### src/rtl/qsin_pkg.sv
package qsin_pkg;

  typedef enum logic [1:0] {
    TAB_COARSE = 2'd0,
    TAB_MID    = 2'd1,
    TAB_FINE   = 2'd2
  } tab_kind_e;

  // pi/2 in Q30
  localparam longint HALF_PI_Q30 = 64'sd1686629713;

  // sine or cosine of (pi/2 * num / 2**shft), result in Q30, by Taylor series
  function automatic longint trig_q30(input bit use_cos, input longint num, input int shft);
    longint x;
    longint x2;
    longint term;
    longint acc;
    longint dv;
    x    = (HALF_PI_Q30 * num) >>> shft;
    x2   = (x * x) >>> 30;
    term = use_cos ? (longint'(1) <<< 30) : x;
    acc  = term;
    for (int k = 1; k <= 10; k++) begin
      dv   = use_cos ? longint'((2*k-1)*(2*k)) : longint'((2*k)*(2*k+1));
      term = -(((term * x2) >>> 30) / dv);
      acc  = acc + term;
    end
    return acc;
  endfunction

endpackage

### src/rtl/qsin_fold.sv
module qsin_fold #(
  parameter int ANG_W = 12
) (
  input  logic [ANG_W+1:0] phase_i,
  output logic [ANG_W-1:0] ang_o,
  output logic             neg_o
);
  logic [1:0]       quad;
  logic [ANG_W-1:0] raw;

  assign quad  = phase_i[ANG_W+1:ANG_W];
  assign raw   = phase_i[ANG_W-1:0];
  // odd quadrants run backwards through the quarter wave
  assign ang_o = quad[0] ? ~raw : raw;
  // upper half of the cycle is negative
  assign neg_o = quad[1];
endmodule

### src/rtl/qsin_subtab.sv
module qsin_subtab
  import qsin_pkg::*;
#(
  parameter int        FLD_W   = 4,
  parameter int        TF      = 16,
  parameter tab_kind_e KIND    = TAB_COARSE,
  parameter bit        USE_COS = 1'b0
) (
  input  logic [FLD_W-1:0] idx_i,
  output logic [TF:0]      val_o
);
  localparam int TW  = TF + 1;
  localparam int N   = 1 << FLD_W;
  localparam int SHF = (KIND == TAB_COARSE) ? FLD_W :
                       (KIND == TAB_MID)    ? 2*FLD_W : 3*FLD_W + 1;

  logic [TW-1:0] tbl [N];

  for (genvar gi = 0; gi < N; gi++) begin : g_ent
    // fine field is taken at the centre of its step
    localparam longint NUM = (KIND == TAB_FINE) ? longint'(2*gi + 1) : longint'(gi);
    localparam longint RAW = trig_q30(USE_COS, NUM, SHF);
    localparam longint RND = (RAW + (longint'(1) <<< (29 - TF))) >>> (30 - TF);
    localparam logic [TW-1:0] VAL = TW'(RND);
    assign tbl[gi] = VAL;
  end

  assign val_o = tbl[idx_i];
endmodule

### src/rtl/qsin_combine.sv
module qsin_combine #(
  parameter int TF    = 16,
  parameter int OUT_W = 12
) (
  input  logic [TF:0]      sa_i,
  input  logic [TF:0]      ca_i,
  input  logic [TF:0]      sb_i,
  input  logic [TF:0]      cb_i,
  input  logic [TF:0]      kc_i,
  output logic [OUT_W-2:0] mag_o,
  output logic             cab_sign_o
);
  localparam int TW = TF + 1;
  localparam int XW = 2*TW + 2;
  localparam int SH = 2*TF - (OUT_W - 1);
  localparam logic [XW-1:0] ONE  = {{(XW-1){1'b0}}, 1'b1};
  localparam logic [XW-1:0] RND  = ONE << (SH - 1);
  localparam logic [XW-1:0] MAXM = (ONE << (OUT_W - 1)) - ONE;

  logic [XW-1:0] sa_x, ca_x, sb_x, cb_x, kc_x;
  logic [XW-1:0] p_sacb, p_casb, p_cacb, p_sasb;
  logic [XW-1:0] cab, cab_q, term, sum, full;

  assign sa_x = {{(XW-TW){1'b0}}, sa_i};
  assign ca_x = {{(XW-TW){1'b0}}, ca_i};
  assign sb_x = {{(XW-TW){1'b0}}, sb_i};
  assign cb_x = {{(XW-TW){1'b0}}, cb_i};
  assign kc_x = {{(XW-TW){1'b0}}, kc_i};

  // sin(A+B) and cos(A+B) in Q(2*TF)
  assign p_sacb = sa_x * cb_x;
  assign p_casb = ca_x * sb_x;
  assign p_cacb = ca_x * cb_x;
  assign p_sasb = sa_x * sb_x;
  assign cab    = p_cacb - p_sasb;
  assign cab_sign_o = cab[XW-1];

  // first-order fine correction: cos(A+B) * sin(C)
  assign cab_q = cab >> TF;
  assign term  = cab_q * kc_x;

  assign sum  = p_sacb + p_casb + term + RND;
  assign full = sum >> SH;
  assign mag_o = (full > MAXM) ? MAXM[OUT_W-2:0] : full[OUT_W-2:0];
endmodule

### src/rtl/qsin_mapper.sv
module qsin_mapper
  import qsin_pkg::*;
#(
  parameter int FLD_W = 4,
  parameter int TF    = 16,
  parameter int OUT_W = 12,
  localparam int ANG_W   = 3*FLD_W,
  localparam int PHASE_W = ANG_W + 2
) (
  input  logic                    clk,
  input  logic                    rst,
  input  logic                    in_vld,
  input  logic [PHASE_W-1:0]      in_phase,
  output logic                    out_vld,
  output logic signed [OUT_W-1:0] out_amp
);
  localparam int TW   = TF + 1;
  localparam int NTAB = 5;

  logic [ANG_W-1:0] ang;
  logic             neg;
  logic [FLD_W-1:0] tidx [NTAB];
  logic [TW-1:0]    tv   [NTAB];
  logic [TW-1:0]    s1_tv [NTAB];
  logic             s1_vld, s1_neg;
  logic [OUT_W-2:0] mag;
  logic             cab_sign;

  qsin_fold #(.ANG_W(ANG_W)) u_fold (
    .phase_i (in_phase),
    .ang_o   (ang),
    .neg_o   (neg)
  );

  // table order: sin coarse, cos coarse, sin mid, cos mid, sin fine
  assign tidx[0] = ang[ANG_W-1 -: FLD_W];
  assign tidx[1] = ang[ANG_W-1 -: FLD_W];
  assign tidx[2] = ang[2*FLD_W-1 -: FLD_W];
  assign tidx[3] = ang[2*FLD_W-1 -: FLD_W];
  assign tidx[4] = ang[FLD_W-1:0];

  for (genvar gi = 0; gi < NTAB; gi++) begin : g_tab
    localparam tab_kind_e KND = (gi < 2) ? TAB_COARSE : ((gi < 4) ? TAB_MID : TAB_FINE);
    localparam bit        CS  = (gi == 1) || (gi == 3);
    qsin_subtab #(
      .FLD_W   (FLD_W),
      .TF      (TF),
      .KIND    (KND),
      .USE_COS (CS)
    ) u_tab (
      .idx_i (tidx[gi]),
      .val_o (tv[gi])
    );
  end

  // stage 1: table outputs
  always_ff @(posedge clk) begin
    if (rst) begin
      s1_vld <= 1'b0;
      s1_neg <= 1'b0;
      for (int i = 0; i < NTAB; i++) s1_tv[i] <= '0;
    end else begin
      s1_vld <= in_vld;
      if (in_vld) begin
        s1_neg <= neg;
        for (int i = 0; i < NTAB; i++) s1_tv[i] <= tv[i];
      end
    end
  end

  qsin_combine #(.TF(TF), .OUT_W(OUT_W)) u_comb (
    .sa_i       (s1_tv[0]),
    .ca_i       (s1_tv[1]),
    .sb_i       (s1_tv[2]),
    .cb_i       (s1_tv[3]),
    .kc_i       (s1_tv[4]),
    .mag_o      (mag),
    .cab_sign_o (cab_sign)
  );

  // stage 2: signed output
  always_ff @(posedge clk) begin
    if (rst) begin
      out_vld <= 1'b0;
      out_amp <= '0;
    end else begin
      out_vld <= s1_vld;
      if (s1_vld)
        out_amp <= s1_neg ? -$signed({1'b0, mag}) : $signed({1'b0, mag});
    end
  end

  p_reset_clear_r1: assert property (@(posedge clk)
    rst |=> (!out_vld && out_amp == '0));
  p_stage_take_r2: assert property (@(posedge clk) disable iff (rst)
    in_vld |=> s1_vld);
  p_stage_idle_r2: assert property (@(posedge clk) disable iff (rst)
    !in_vld |=> !s1_vld);
  p_out_take_r8: assert property (@(posedge clk) disable iff (rst)
    s1_vld |=> out_vld);
  p_out_idle_r2: assert property (@(posedge clk) disable iff (rst)
    !s1_vld |=> !out_vld);
  p_hold_r3: assert property (@(posedge clk) disable iff (rst)
    !s1_vld |=> $stable(out_amp));
  p_cos_pos_r4: assert property (@(posedge clk) disable iff (rst)
    s1_vld |-> !cab_sign);
  p_neg_half_r6: assert property (@(posedge clk) disable iff (rst)
    (s1_vld && s1_neg) |=> (out_amp <= 0));
  p_pos_half_r6: assert property (@(posedge clk) disable iff (rst)
    (s1_vld && !s1_neg) |=> !out_amp[OUT_W-1]);
  p_no_minval_r7: assert property (@(posedge clk) disable iff (rst)
    out_vld |-> (out_amp != {1'b1, {(OUT_W-1){1'b0}}}));
endmodule

### config.mk
export PLATFORM = sky130hd
export DESIGN_NAME = qsin_mapper
export DESIGN_NICKNAME = d
export VERILOG_FILES = /design/src/rtl/qsin_pkg.sv /design/src/rtl/qsin_fold.sv /design/src/rtl/qsin_subtab.sv /design/src/rtl/qsin_combine.sv /design/src/rtl/qsin_mapper.sv
export SDC_FILE = /design/constraint.sdc
export NUM_CORES = 2
export LEC_CHECK = 0
export CAP_MARGIN = 5
export CORE_UTILIZATION = 65
export CTS_BUF_LIST = sky130_fd_sc_hd__clkbuf_16
export CTS_CLUSTER_SIZE = 30
export DETAILED_ROUTE_END_ITERATION = 10
export GPL_TIMING_DRIVEN = 0
export PLACE_DENSITY = 0.87
export SLEW_MARGIN = 20
export SYNTH_ARGS = -nofsm -noshare
export SYNTH_HDL_FRONTEND = slang
export SYNTH_SLANG_ARGS = --single-unit
### constraint.sdc
create_clock -name clk -period 20.7 [get_ports clk]
set_input_delay 4.14 -clock clk [delete_from_list [all_inputs] [get_ports clk]]
set_output_delay 4.14 -clock clk [all_outputs]
set_load 0.005 [all_outputs]
==> impl_metrics.env <==
export IMPL_ys_seq_elements=81
export IMPL_vias=38433
export IMPL_path_max_fanout=12
export IMPL_avgSynthCellArea_sq_um=8.70
export IMPL_r2r_start="s1_tv[0][65]"
export IMPL_num_rows=98
export IMPL_finClkSkew_ps=4.96
export IMPL_synth_cell_area_sq_um=47400
export IMPL_dr_pass1_iters=8
export IMPL_required_ps=20990
export IMPL_wl_per_cell_um=21.3
export IMPL_synth_edf_count=66
export IMPL_reg2reg_depth=57
export IMPL_drc_errors=0
export IMPL_grt_antenna_before_repair=9
export IMPL_drtIter0Drc=3739
export IMPL_synthFlopType="edfxtp_1"
export IMPL_grt_pass1_vias=39750
export IMPL_viasPerCell=5.96
export IMPL_final_max_slew_viol_count=0
export IMPL_yosys_warnings=0
export IMPL_max_freq_ghz=0.0519
export IMPL_layout_common_cells="inv_1, fa_1, nand2_1"
export IMPL_finalSetupTns_ps=0
export IMPL_postCtsSetupRepairBufs=0
export IMPL_postSynth_asyncResetShare_pct=0
export IMPL_whs_ps=465
export IMPL_synth_simple_gate_area_share_pct=15.4
export IMPL_cp_end_kind="flop"
export IMPL_clk_latency_ps=360
export IMPL_final_common_cell="inv_1"
export IMPL_yosysSeqAreaShare_pct=4.82
export IMPL_wl_mm=137
export IMPL_grt_usage_pct=38.2
export IMPL_cts_root_buf="clkbuf_16"
export IMPL_port_buffers=24
export IMPL_synth_compound_area_share_pct=8.16
export IMPL_cts_tree="built"
export IMPL_die_height_um=272
export IMPL_gp_congestion=1.04
export IMPL_startpoint="s1_tv[0][65]"
export IMPL_crit_path_start_kind="flop"
export IMPL_synthCells=5445
export IMPL_timing_final_crit_share_pct=93.1
export IMPL_die_area_sq_um=73900
export IMPL_grt_max_degree=59
export IMPL_hpwl_mm=115
export IMPL_r2r_end="out_amp[8]"
export IMPL_crit_top_cell="fa_1"
export IMPL_antenna_left=0
export IMPL_dp_slack_ps=2080
export IMPL_ctsResizeCount=0
export IMPL_final_hold_violation_count=0
export IMPL_finalNetCount=7076
export IMPL_synthMuxAreaShare_pct=0.304
export IMPL_cts_buffers=9
export IMPL_yosysUniqueCellTypes=90
export IMPL_drive_gt1_share_pct=1.26
export IMPL_r2r_setup_slack_ps=1430
export IMPL_max_stage_delay_ps=940
export IMPL_rsz0062_at_grt="no"
export IMPL_endpoint="out_amp[8]"
export IMPL_syn_nets=7040
export IMPL_synth_top_family_by_area="adder cells"
export IMPL_grt_first_pass_wirelength_mm=216
export IMPL_coreArea_sq_um=71700
export IMPL_clkSinkCount=81
export IMPL_die_w_um=272
export IMPL_synth_fa_ha_area_share_pct=56.4
export IMPL_hold_buffers=0
export IMPL_start_util_pct=66.0
export IMPL_clock_path_buffers=2
export IMPL_period_minus_slack_ps=19270
export IMPL_ioPinCount=30
export IMPL_status="finished, final reports clean"
export IMPL_min_path_type="reg -> reg"
export IMPL_worstMarginPinSlew_ps=1280
export IMPL_area_growth_pct=3.80
export IMPL_setup_slack_ps=1430
export IMPL_crit_slowest_cell="clkbuf_1"
export IMPL_slew_headroom_pct=14.4
export IMPL_max_cap_violations=0
export IMPL_clk_pin_slew_ps=70
export IMPL_gr_total_overflow=0
export IMPL_htree_num_levels=3
export IMPL_whs_path_depth=2
export IMPL_synth_xor_area_share_pct=2.57
export IMPL_setup_viol=0
export IMPL_path_class="reg -> reg"
export IMPL_cp_arrival_ps=19550
==> worst min path at each step <==
stage / start / to / slack [ps]
after floorplan: out_amp[7] / out_amp[7] / 440
after global placement: out_amp[7] / out_amp[7] / 440
after detailed placement: out_amp[7] / out_amp[7] / 450
after CTS: out_amp[7] / out_amp[7] / 460
after global routing: out_amp[0] / out_amp[0] / 490
final: out_amp[6] / out_amp[6] / 460
==> per-layer routing <==
metal | track usage [%] | wire length [um]
met1 | 47.5 | 48600
met2 | 56.7 | 58600
met3 | 12.0 | 18200
met4 | 26.7 | 11800
met5 | 0 | 12
==> cell families after synthesis <==
logic type                 count (synthesis)
muxes                                     14
adders and majority gates               1578
and+or+nand+nor                         1505
DFF                                       81
AOI/OAI and AO/OA                        582
buffers and inverters                   1548
xor gates and xnor gates                 137
==> state kept, by name (all words and copies together), names as in the netlist <==
register  flops
s1_tv        66
s1_neg        1
s1_vld        1
out_vld       1
out_amp      12
==> worst max-delay path: cells and delay by family, from the launching register on <==
kind / cells / cell delay [ps]
xor gates and xnor gates: 2 / 1020
and+or+nand+nor: 11 / 3540
buffers and inverters: 10 / 2670
adders and majority gates: 17 / 7550
DFF: 1 / 350
AOI/OAI and AO/OA: 17 / 4020
==> final cells by class <==
class / instances / area (sq um)
Sequential cell: 81 / 2280
Inverter: 1327 / 4980
Timing Repair Buffer: 25 / 268
Clock inverter: 7 / 86.3
Clock buffer: 9 / 225
Tap cell: 950 / 1190
Fill cell: 5464 / 22600
Antenna cell: 10 / 25.0
Multi-Input combinational cell: 3816 / 39300
Buffer: 221 / 837
==> metrics by stage <==
stage | util, % | instances | cell area (sq um)
global placement | 68.0 | 6419 | 48800
detailed placement | 68.1 | 6420 | 48800
global route | 68.5 | 6437 | 49100
finish | 68.5 | 6446 | 49200
floorplan | - | 5445 | 47400
CTS | 68.5 | 6436 | 49100
==> cells in the mapped netlist, types with 55 or more instances <==
master    instances  area, sq um
a21oi_1         157          786
inv_1          1323         4970
fa_1            929        18600
o21ai_0         106          531
nor3_1           62          310
ha_1            649         8120
xnor2_1          72          631
a21o_1           58          435
clkbuf_1        209          785
nand2_1         680         2550
edfxtp_1         66         1980
and2_1          401         2510
nor2_1          143          537
xor2_1           63          552
nand3_1          55          275
Power is not shown: default switching activity piles up to over one toggle a cycle in this logic, so the estimate is an artifact.
